===== config.mk =====
export PLATFORM = sky130hd
export DESIGN_NAME = vidx_remap
export DESIGN_NICKNAME = d
export VERILOG_FILES = /design/src/rtl/vidx_pkg.sv /design/src/rtl/vidx_shape_bank.sv /design/src/rtl/vidx_step_ctrl.sv /design/src/rtl/vidx_slot_walk.sv /design/src/rtl/vidx_remap.sv
export SDC_FILE = /design/constraint.sdc
export NUM_CORES = 2
export LEC_CHECK = 0
export BUFFER_PORTS_ARGS = -buffer_cell sky130_fd_sc_hd__buf_4
export CORE_ASPECT_RATIO = 0.7
export CORE_MARGIN = 2
export CORE_UTILIZATION = 55
export DETAILED_ROUTE_END_ITERATION = 6
export PLACE_DENSITY = 0.68
export SLEW_MARGIN = 20
export SYNTH_ARGS = -nofsm -noshare
export SYNTH_HDL_FRONTEND = slang
export SYNTH_SLANG_ARGS = --single-unit
export TNS_END_PERCENT = 100

===== constraint.sdc =====
create_clock -name clk -period 17.9 [get_ports clk]
set_input_delay 2.685 -clock clk [delete_from_list [all_inputs] [get_ports clk]]
set_output_delay 2.685 -clock clk [all_outputs]
set_load 0.01 [all_outputs]

===== src/rtl/vidx_pkg.sv =====
// Shared field widths, shape word layout and walk-order decode for the index remapper.
// Assumes at most three dimensions and a 3-bit order code.
package vidx_pkg;

    localparam int DIM_W   = 6;
    localparam int OFF_W   = 8;
    localparam int ORD_W   = 3;
    localparam int AXIS_W  = 2;

    // Shape word; a packed struct puts its first member at the MSB
    typedef struct packed {
        logic [ORD_W-1:0] order;
        logic [DIM_W-1:0] zm1;
        logic [DIM_W-1:0] ym1;
        logic [DIM_W-1:0] xm1;
        logic [OFF_W-1:0] off;
    } shape_t;

    localparam int SHAPE_W = $bits(shape_t);

    // Axis numbers used by the walk: 0=x, 1=y, 2=z
    typedef struct packed {
        logic [AXIS_W-1:0] outer;
        logic [AXIS_W-1:0] mid;
        logic [AXIS_W-1:0] inner;
    } walk_t;

    // Turns an order code into inner/mid/outer axes; unused codes fall back to xyz
    function automatic walk_t order_decode(input logic [ORD_W-1:0] code);
        walk_t w;
        case (code)
            3'd1:    w = '{outer: 2'd1, mid: 2'd2, inner: 2'd0};
            3'd2:    w = '{outer: 2'd2, mid: 2'd0, inner: 2'd1};
            3'd3:    w = '{outer: 2'd0, mid: 2'd2, inner: 2'd1};
            3'd4:    w = '{outer: 2'd1, mid: 2'd0, inner: 2'd2};
            3'd5:    w = '{outer: 2'd0, mid: 2'd1, inner: 2'd2};
            default: w = '{outer: 2'd2, mid: 2'd1, inner: 2'd0};
        endcase
        return w;
    endfunction

endpackage


===== src/rtl/vidx_shape_bank.sv =====
// Bank of shape configuration registers with one write port.
// All registers are read in parallel; each slot takes its own copy when a loop starts.
module vidx_shape_bank
    import vidx_pkg::*;
#(
    parameter int NSHAPE = 4,
    localparam int ADDR_W = (NSHAPE > 1) ? $clog2(NSHAPE) : 1
) (
    input  logic              clk,
    input  logic              rst_n,
    input  logic              we,
    input  logic [ADDR_W-1:0] addr,
    input  shape_t            wdata,
    output shape_t            shapes [NSHAPE]
);

    // Holds each shape register; a reset gives 1x1x1 dimensions with zero offset
    always_ff @(posedge clk) begin
        for (int i = 0; i < NSHAPE; i++) begin
            if (!rst_n)
                shapes[i] <= '0;
            else if (we && (addr == ADDR_W'(i)))
                shapes[i] <= wdata;
        end
    end

endmodule


===== src/rtl/vidx_step_ctrl.sv =====
// Loop sequencer: accepts start, counts linear steps and flags the last one.
// Assumes the loop length and sub-vector length are steady in the start cycle.
module vidx_step_ctrl #(
    parameter int VL_W  = 7,
    parameter int SUB_W = 2,
    localparam int CNT_W = VL_W + SUB_W
) (
    input  logic             clk,
    input  logic             rst_n,
    input  logic             start,
    input  logic             step,
    input  logic [VL_W-1:0]  vl_m1,
    input  logic [SUB_W-1:0] subvl_m1,
    output logic             load,
    output logic             adv,
    output logic             valid,
    output logic             last,
    output logic [CNT_W-1:0] cnt
);

    logic [CNT_W-1:0] total_m1;
    logic [CNT_W:0]   total_c;

    // Step count of the loop being started: (vl) * (subvl) - 1
    always_comb begin
        total_c = (CNT_W+1)'((VL_W+1)'(vl_m1) + 1'b1) * (CNT_W+1)'((SUB_W+1)'(subvl_m1) + 1'b1) - 1'b1;
        load    = start && !valid;
        last    = valid && (cnt == total_m1);
        adv     = valid && step && !last;
    end

    // Tracks the loop state: valid flag, linear step counter and captured length
    always_ff @(posedge clk) begin
        if (!rst_n) begin
            valid    <= 1'b0;
            cnt      <= '0;
            total_m1 <= '0;
        end else if (load) begin
            valid    <= 1'b1;
            cnt      <= '0;
            total_m1 <= total_c[CNT_W-1:0];
        end else if (valid && step) begin
            if (last)
                valid <= 1'b0;
            else
                cnt <= cnt + 1'b1;
        end
    end

endmodule


===== src/rtl/vidx_slot_walk.sv =====
// One operand slot: takes its own copy of the selected shape at start and keeps wrapping
// coordinate counters that advance in the captured walk order.
// Assumes load and adv are never high together.
module vidx_slot_walk
    import vidx_pkg::*;
#(
    parameter int NSHAPE = 4,
    parameter int CNT_W  = 9,
    parameter int IDX_W  = 3*DIM_W + 1,
    localparam int SEL_ID_W = (NSHAPE > 1) ? $clog2(NSHAPE) : 1
) (
    input  logic                clk,
    input  logic                rst_n,
    input  logic                load,
    input  logic                adv,
    input  logic                sel_en,
    input  logic [SEL_ID_W-1:0] sel_id,
    input  shape_t              shapes [NSHAPE],
    input  logic [CNT_W-1:0]    lin_cnt,
    output logic [IDX_W-1:0]    idx
);

    localparam int NAXIS = 3;

    logic             en_q;
    shape_t           shp_q;
    logic [DIM_W-1:0] coord  [NAXIS];
    logic [DIM_W-1:0] nxt    [NAXIS];
    logic [DIM_W-1:0] dm1    [NAXIS];
    walk_t            walk;

    // Dimension limits and walk order of the captured shape
    always_comb begin
        dm1[0] = shp_q.xm1;
        dm1[1] = shp_q.ym1;
        dm1[2] = shp_q.zm1;
        walk   = order_decode(shp_q.order);
    end

    // Next coordinates: inner counts first, carries ripple outward, outer wraps to origin
    always_comb begin
        for (int a = 0; a < NAXIS; a++) nxt[a] = coord[a];
        if (coord[walk.inner] != dm1[walk.inner]) begin
            nxt[walk.inner] = coord[walk.inner] + 1'b1;
        end else begin
            nxt[walk.inner] = '0;
            if (coord[walk.mid] != dm1[walk.mid]) begin
                nxt[walk.mid] = coord[walk.mid] + 1'b1;
            end else begin
                nxt[walk.mid] = '0;
                if (coord[walk.outer] != dm1[walk.outer])
                    nxt[walk.outer] = coord[walk.outer] + 1'b1;
                else
                    nxt[walk.outer] = '0;
            end
        end
    end

    // Captures slot select and shape at start, then steps the coordinates
    always_ff @(posedge clk) begin
        if (!rst_n) begin
            en_q  <= 1'b0;
            shp_q <= '0;
            for (int a = 0; a < NAXIS; a++) coord[a] <= '0;
        end else if (load) begin
            en_q  <= sel_en;
            shp_q <= shapes[sel_id];
            for (int a = 0; a < NAXIS; a++) coord[a] <= '0;
        end else if (adv) begin
            for (int a = 0; a < NAXIS; a++) coord[a] <= nxt[a];
        end
    end

    logic [DIM_W:0]   xd, yd;
    logic [IDX_W-1:0] plane, remap;

    // Index = x + xdim*y + xdim*ydim*z + offset, or the linear step when disabled
    always_comb begin
        xd    = (DIM_W+1)'(shp_q.xm1) + 1'b1;
        yd    = (DIM_W+1)'(shp_q.ym1) + 1'b1;
        plane = IDX_W'(xd) * IDX_W'(yd);
        remap = IDX_W'(coord[0])
              + IDX_W'(xd) * IDX_W'(coord[1])
              + plane * IDX_W'(coord[2])
              + IDX_W'(shp_q.off);
        idx   = en_q ? remap : IDX_W'(lin_cnt);
    end

endmodule


===== src/rtl/vidx_remap.sv =====
// Top of the vector index remapper: shape bank, loop sequencer and one walker per slot.
// Assumes slot_sel, vl_m1 and subvl_m1 are steady in the cycle where start is accepted.
module vidx_remap
    import vidx_pkg::*;
#(
    parameter int NSLOT  = 4,
    parameter int NSHAPE = 4,
    parameter int VL_W   = 7,
    parameter int SUB_W  = 2,
    localparam int ADDR_W = (NSHAPE > 1) ? $clog2(NSHAPE) : 1,
    localparam int SEL_W  = ADDR_W + 1,
    localparam int IDX_W  = 3*DIM_W + 1,
    localparam int CNT_W  = VL_W + SUB_W
) (
    input  logic                   clk,
    input  logic                   rst_n,
    input  logic                   cfg_we,
    input  logic [ADDR_W-1:0]      cfg_addr,
    input  logic [SHAPE_W-1:0]     cfg_wdata,
    input  logic [NSLOT*SEL_W-1:0] slot_sel,
    input  logic [VL_W-1:0]        vl_m1,
    input  logic [SUB_W-1:0]       subvl_m1,
    input  logic                   start,
    input  logic                   step,
    output logic                   idx_valid,
    output logic                   done,
    output logic [NSLOT*IDX_W-1:0] idx
);

    shape_t           shapes [NSHAPE];
    logic             load, adv, last;
    logic [CNT_W-1:0] cnt;

    vidx_shape_bank #(.NSHAPE(NSHAPE)) u_bank (
        .clk    (clk),
        .rst_n  (rst_n),
        .we     (cfg_we),
        .addr   (cfg_addr),
        .wdata  (shape_t'(cfg_wdata)),
        .shapes (shapes)
    );

    vidx_step_ctrl #(.VL_W(VL_W), .SUB_W(SUB_W)) u_ctrl (
        .clk      (clk),
        .rst_n    (rst_n),
        .start    (start),
        .step     (step),
        .vl_m1    (vl_m1),
        .subvl_m1 (subvl_m1),
        .load     (load),
        .adv      (adv),
        .valid    (idx_valid),
        .last     (last),
        .cnt      (cnt)
    );

    assign done = last;

    for (genvar k = 0; k < NSLOT; k++) begin : g_slot
        vidx_slot_walk #(.NSHAPE(NSHAPE), .CNT_W(CNT_W), .IDX_W(IDX_W)) u_walk (
            .clk     (clk),
            .rst_n   (rst_n),
            .load    (load),
            .adv     (adv),
            .sel_en  (slot_sel[k*SEL_W + ADDR_W]),
            .sel_id  (slot_sel[k*SEL_W +: ADDR_W]),
            .shapes  (shapes),
            .lin_cnt (cnt),
            .idx     (idx[k*IDX_W +: IDX_W])
        );
    end

endmodule


# == Word-level counts from Yosys, hierarchy flattened ==
# Memories as Yosys holds them, arrays and structs flattened.
# Cells that the tools add are included.
# word_totals
ff_bits,255
word_cells,397
mem_bits_rw,72
mem_count,4
# mem_list
name,words,word_bits,rd,rd_clocked_by_memory_dff,wr,line,rtl
g_slot[0].u_walk.coord,3,6,6,0,3,vidx_slot_walk.sv:27,logic [DIM_W-1:0] coord [NAXIS];
g_slot[1].u_walk.coord,3,6,6,0,3,vidx_slot_walk.sv:27,
g_slot[2].u_walk.coord,3,6,6,0,3,vidx_slot_walk.sv:27,
g_slot[3].u_walk.coord,3,6,6,0,3,vidx_slot_walk.sv:27,
# op_classes
addsub,36
n_mul,13
n_reduce_logical,28
n_eq_ne,36
magnitude_cmp,28
n_mux,139
bitwise,66
# ops
operator,n
6-bit two-way mux,60
29-bit binary-select mux with 2-bit select,4
29-bit two-way mux,8
18-bit AND,12
18-bit bitwise mux,12
18-bit two-way mux,12
18-bit inverter,12
6-bit binary-select mux with 2-bit select,12
6-bit demux with 2-bit select,12
6-bit one-hot mux with 5 select lines,4
19-bit adder,4
19-bit by 8-bit adder with 19-bit output,4
14-bit by 6-bit multiplier with 19-bit output,4
19-bit two-way mux,4
"6-bit by 1-bit adder with 6-bit output, second input constant",12
6-bit inequality test,12
"6-bit by 1-bit adder with 7-bit output, second input constant",8
6-bit by 13-bit adder with 14-bit output,4
7-bit by 7-bit multiplier with 14-bit output,4
7-bit by 6-bit multiplier with 13-bit output,4
"3-bit greater-or-equal comparator, second input constant",16
2-bit inverter with 3-bit output,16
"3-bit by 1-bit less-than comparator with 1-bit output, second input constant",12
"3-bit by 2-bit equality test with 1-bit output, second input constant",8
19 further kinds,86

# == Depth between registers and ports, before layout ==
# depth
word_depth,15
mapped_depth,38

# == Cells and area by module ==
# A second synthesis with hierarchy kept.
# hier_totals
cells_unflattened,6203
area_unflattened_um2,54250.8
# by_module_without_submodules
module,area_each_um2,cells_each,seq_area_each_um2,instances
vidx_slot_walk (g_slot[2].u_walk),12169.2,1401,1141.1,1
vidx_slot_walk (g_slot[0].u_walk),12116.6,1413,1141.1,1
vidx_slot_walk (g_slot[3].u_walk),12069.1,1381,1141.1,1
vidx_slot_walk (g_slot[1].u_walk),11979.0,1389,1141.1,1
vidx_shape_bank,4227.8,409,2322.2,1
vidx_step_ctrl,1689.1,210,380.4,1

# == Worst setup path after synthesis ==
# OpenSTA, ideal clock, no wires.
# synth_timing
path_type,register -> output
from,reg g_slot[3].u_walk.shp_q (netlist bit g_slot[3].u_walk.dm1[16])
to,out idx[75]
n_path_buf,1
arrival_time_ps,9169
path_stages_with_launch,38
setup_slack_ps,6046
path_cell_list,dfxtp_1 -> clkbuf_1 -> and3_1 -> nand3_1 -> xnor2_1 -> nand2_1 -> fa_1 -> fa_1 -> inv_1 -> fa_1 -> inv_1 -> fa_1 -> inv_1 -> ha_1 -> a21boi_0 -> o21ai_0 -> a21boi_0 -> o21ai_0 -> [... 2 more ...] -> nand2_1 -> fa_1 -> inv_1 -> fa_1 -> fa_1 -> inv_1 -> fa_1 -> inv_1 -> ha_1 -> inv_1 -> a211oi_1 -> a21boi_0 -> o211a_1 -> o21a_1 -> o21ai_0 -> a211o_1 -> xnor2_1 -> mux2i_1
# synth_between
elab_chain_len,6
elab_cells_between_ends,8
cone_classes,add/sub: 4; mul: 3; mux: 1
# synth_lines
element,line,rtl
"start, declared",vidx_slot_walk.sv:26,shape_t shp_q;
"start signal, assigned",vidx_slot_walk.sv:67,shp_q <= shapes[sel_id];
6-bit by 1-bit adder with 7-bit output *,vidx_slot_walk.sv:79,xd = (DIM_W+1)'(shp_q.xm1) + 1'b1;
7-bit by 7-bit multiplier with 14-bit output / 7-bit by 6-bit multiplier with 13-bit output (equally long branches),"vidx_slot_walk.sv:81, vidx_slot_walk.sv:83",
14-bit by 6-bit multiplier with 19-bit output / 6-bit by 13-bit adder with 14-bit output (equally long branches),"vidx_slot_walk.sv:84, vidx_slot_walk.sv:83",
19-bit adder *,vidx_slot_walk.sv:84,+ plane * IDX_W'(coord[2])
19-bit by 8-bit adder with 19-bit output *,vidx_slot_walk.sv:85,+ IDX_W'(shp_q.off);
19-bit two-way mux *,vidx_slot_walk.sv:86,idx = en_q ? remap : IDX_W'(lin_cnt);
"end, declared",vidx_remap.sv:27,output logic [NSLOT*IDX_W-1:0] idx
# Every way passes the cells marked *; elsewhere a longest branch is shown, timed or not.

# == Final worst setup path ==
# Ends and elaborated chain as after synthesis.

==> out/qor.tcl <==
set qor(ys_ff_latch) 327
set qor(reg2reg_slack_ns) 12.24
set qor(io_buffers) 134
set qor(synth_enable_flop_cells) 72
set qor(mostFrequentLayoutCells) {823 x nand2_1, 726 x inv_1, 480 x ha_1}
set qor(antenna_found_initial) 22
set qor(worst_r2r_endpoint) {g_slot[0].u_walk.coord[0][0]}
set qor(initial_core_util_pct) 55.34
set qor(crit_top_cell) {fa_1}
set qor(dieArea_um2) 98940
set qor(timing.max_cap.violations) 0
set qor(multiInputGateArea_um2) 41450
set qor(ctsLongestPathBuffers) 3
set qor(cts_sinks) 327
set qor(clkSlewWorstSetupHoldPaths_ns) 0.07
set qor(grt_use_total_pct) 33.69
set qor(instances_no_fill) 7481
set qor(via_count_of_the_first_global_routing_pass) 44430
set qor(drcViolationCount) 1
set qor(die_y_um) 263.8
set qor(route.detailed.wl_per_inst_um) 22.65
set qor(layout-drive-gt1-share_pct) 8.691
set qor(drt.antenna.violating_nets) 0
set qor(postSynth.asyncResetShare_pct) 0
set qor(synth_area_per_cell_um2) 8.351
set qor(post_cts_resize_count) 0
set qor(power_density_normalized_to_cell_area_nw_per_um2) 49.70
set qor(drt-total-wl_um) 169500
set qor(floorplan.rows) 95
set qor(worstPathRequired_ns) 15.21
set qor(ir_drop_uv) 60.40
set qor(synth.top_cell.area_share_pct) 17.78
set qor(grt_first_pass_wirelength_um) 263500
set qor(core_area_um2) 95800
set qor(post-synth-top-area-cell) {fa_1}
set qor(worst_slew_pin_slew_ns) 1.201
set qor(synthesis_warnings) 0
set qor(timing.reg2reg.worst_path_depth) 13
set qor(cts.root.buffer_cell) {clkbuf_16}
set qor(cp_slowest_stage_delay_ns) 0.70
set qor(avgViaCountPerCell) 6.253
set qor(drt_first_iter_violations) 5327
set qor(worst_hold_path_type) {register to register}
set qor(synth_cell_type_count) 103
set qor(cp.arrival_ns) 10.93
set qor(max_freq_mhz) 73.47
set qor(ys_seq_area_share_pct) 13.71
set qor(rsz0062_at_grt) {no}
set qor(leakage_dissipation_nw) 25.16
set qor(grt_overflow) 0
set qor(cts-buffers-inserted) 40
set qor(clock_latency_ns) 0.60
set qor(critical_path.slowest_cell) {xnor2_1}
set qor(finalWeightedCongestion) 1.019
set qor(fin_crit_sh_pct) 76.04
set qor(report.final.hold_viol_count) 0
set qor(crit-reg2reg-launch) {g_slot[0].u_walk.shp_q[27]}
set qor(count_of_h_tree_levels_built_during_cts) 2
set qor(post_cts_buffers) 0
set qor(cp-end-kind) {primary output}
set qor(syn_nets) 7358
set qor(place.detailed.hpwl_um) 128600
set qor(whs_endpoint) {u_ctrl.total_m1[0]}
set qor(crit_path_start_kind) {register}
set qor(fin_skew_ns) 0.03297
set qor(hold_path_startpoint) {u_ctrl.total_m1[0]}
set qor(synth.cell_area_um2) 53020
set qor(synth-main-ff-cell) {dfxtp_1}
set qor(fin_setup_tns_ns) 0
set qor(cts_tree) {built}
set qor(synth_cells) 6349
set qor(worst_hold_path.num_cells) 2
set qor(timing.max_slew.rel_slack_pct) 19.85
set qor(drt_pass1_iterations) 7
set qor(floorplan.die.width_um) 375.1
set qor(ys_top_cells_by_area) {fa_1 18%, ha_1 11%, dfxtp_1 9.6%}
set qor(design.portCount) 135
set qor(fill_cells) 8733
set qor(grt_start_max_net_pins) 91
set qor(critical_path_class) {register to primary output}
set qor(nets) 7193
set qor(layout_commonest_cell) {nand2_1}
set qor(cts_hold_repair_buffers) 0
set qor(setup_violations) 0
set qor(worst-path-max-fanout) 12
set qor(status) {complete, but fails checks}
set qor(failed_checks) {design-rule violations}
set qor(seq_area_um2) 7267
set qor(via_count) 46780
set qor(post-route-min-period_ns) 13.61
set qor(finalMaxSlewViolations) 0
set qor(placed_cells_incl_taps) 7403
set qor(synthesis_to_layout_area_growth_pct) 5.310
==> critical path, delay by kind of cell (launching register included) <==
family / cells / cell delay (ns)
XOR/XNOR: 3 / 1.34
AND/OR/NAND/NOR: 5 / 0.79
buffers and inverters: 8 / 0.49
flip-flops: 1 / 0.60
multiplexers: 1 / 0.21
AO/OA/AOI/OAI: 10 / 2.23
adder cells (fa/ha/maj): 10 / 4.70
==> how the worst max path moves through the flow <==
| stage | from | to | slack, ns | depth (start not counted) |
|---|---|---|---|---|
| 3_5_place_dp | g_slot[3].u_walk.dm1[16] | idx[75] | 4.98 | 37 |
| 6_report | g_slot[3].u_walk.dm1[16] | idx[75] | 4.29 | 37 |
| 5_1_grt | g_slot[3].u_walk.dm1[16] | idx[75] | 3.52 | 37 |
| 2_1_floorplan | g_slot[3].u_walk.dm1[16] | idx[75] | 6.05 | 37 |
| 4_1_cts | g_slot[3].u_walk.dm1[16] | idx[75] | 4.32 | 37 |
| 3_3_place_gp | g_slot[3].u_walk.dm1[16] | idx[75] | 5.31 | 37 |
==> per-layer routing <==
layer	share of wire, %	track usage [%]	wire length [µm]	vias up
li1	-	-	-	21380
met1	44	50.58	74950	22610
met2	41	47.37	69200	2431
met3	12	8.926	20310	328
met4	2.9	9.085	4842	30
met5	0.11	0	186	-
==> kinds of logic after synthesis <==
logic type,share of synthesized area [%]
xor+xnor,5.171
fa+ha+maj,29.14
simple gates,18.95
flops,13.71
buf+inv,8.227
mux,7.948
compound gates,16.87
==> state kept, by name, summed over array words and instances (netlist names) <==
register,cells
u_ctrl.total_m1,9
g_slot.u_walk.dm1,72
g_slot.u_walk.en_q,4
g_slot.u_walk.shp_q,44
u_bank.shapes,116
g_slot.u_walk.coord,72
u_ctrl.cnt,9
u_ctrl.valid,1
==> where the power goes <==
group / internal [W] / switching (W) / leakage [nW] / total (W)
Clock: 0.000468 / 0.000381 / 0.654 / 0.000849
Combinational: 0.000399 / 0.000614 / 21.7 / 0.00101
Sequential: 0.000797 / 0.000116 / 2.86 / 0.000913
==> cell usage after synthesis, drive strengths merged, types with 97 or more instances <==
cell    number
dfxtp      255
inv        726
and2       232
clkbuf     304
a21oi      201
xnor2      202
mux4       116
fa         471
buf         99
o21ai      232
nor2b       97
xor2       111
a22o       100
nor3       132
a21boi     143
nand2      825
nor2       390
ha         481
==> layout make-up <==
cell class                      instances  share of cell area (%)
Timing Repair Buffer                  196                   2.635
Clock inverter                         21                  0.3384
Inverter                              731                   4.914
Clock buffer                           50                   2.010
Antenna cell                            7                 0.03137
Sequential cell                       327                   13.02
Tap cell                             1261                   2.826
Multi-Input combinational cell       4888                   74.23
==> stage by stage <==
stage / total power [W] / setup slack [ns] / hold WS [ns] / util (%) / instance area (µm²)
after global routing: 0.002909 / 3.521 / 0.5094 / 58.27 / 55830
after floorplan: 0.001594 / 6.046 / 0.4349 / - / 53020
final: 0.002775 / 4.288 / 0.4647 / 58.28 / 55830
after global placement: 0.001896 / 5.305 / 0.4510 / 56.89 / 54500
after detailed placement: 0.001907 / 4.979 / 0.4542 / 56.89 / 54500
after CTS: 0.002752 / 4.325 / 0.4639 / 58.26 / 55810
Note: power is estimated with default switching activity, not from simulation.
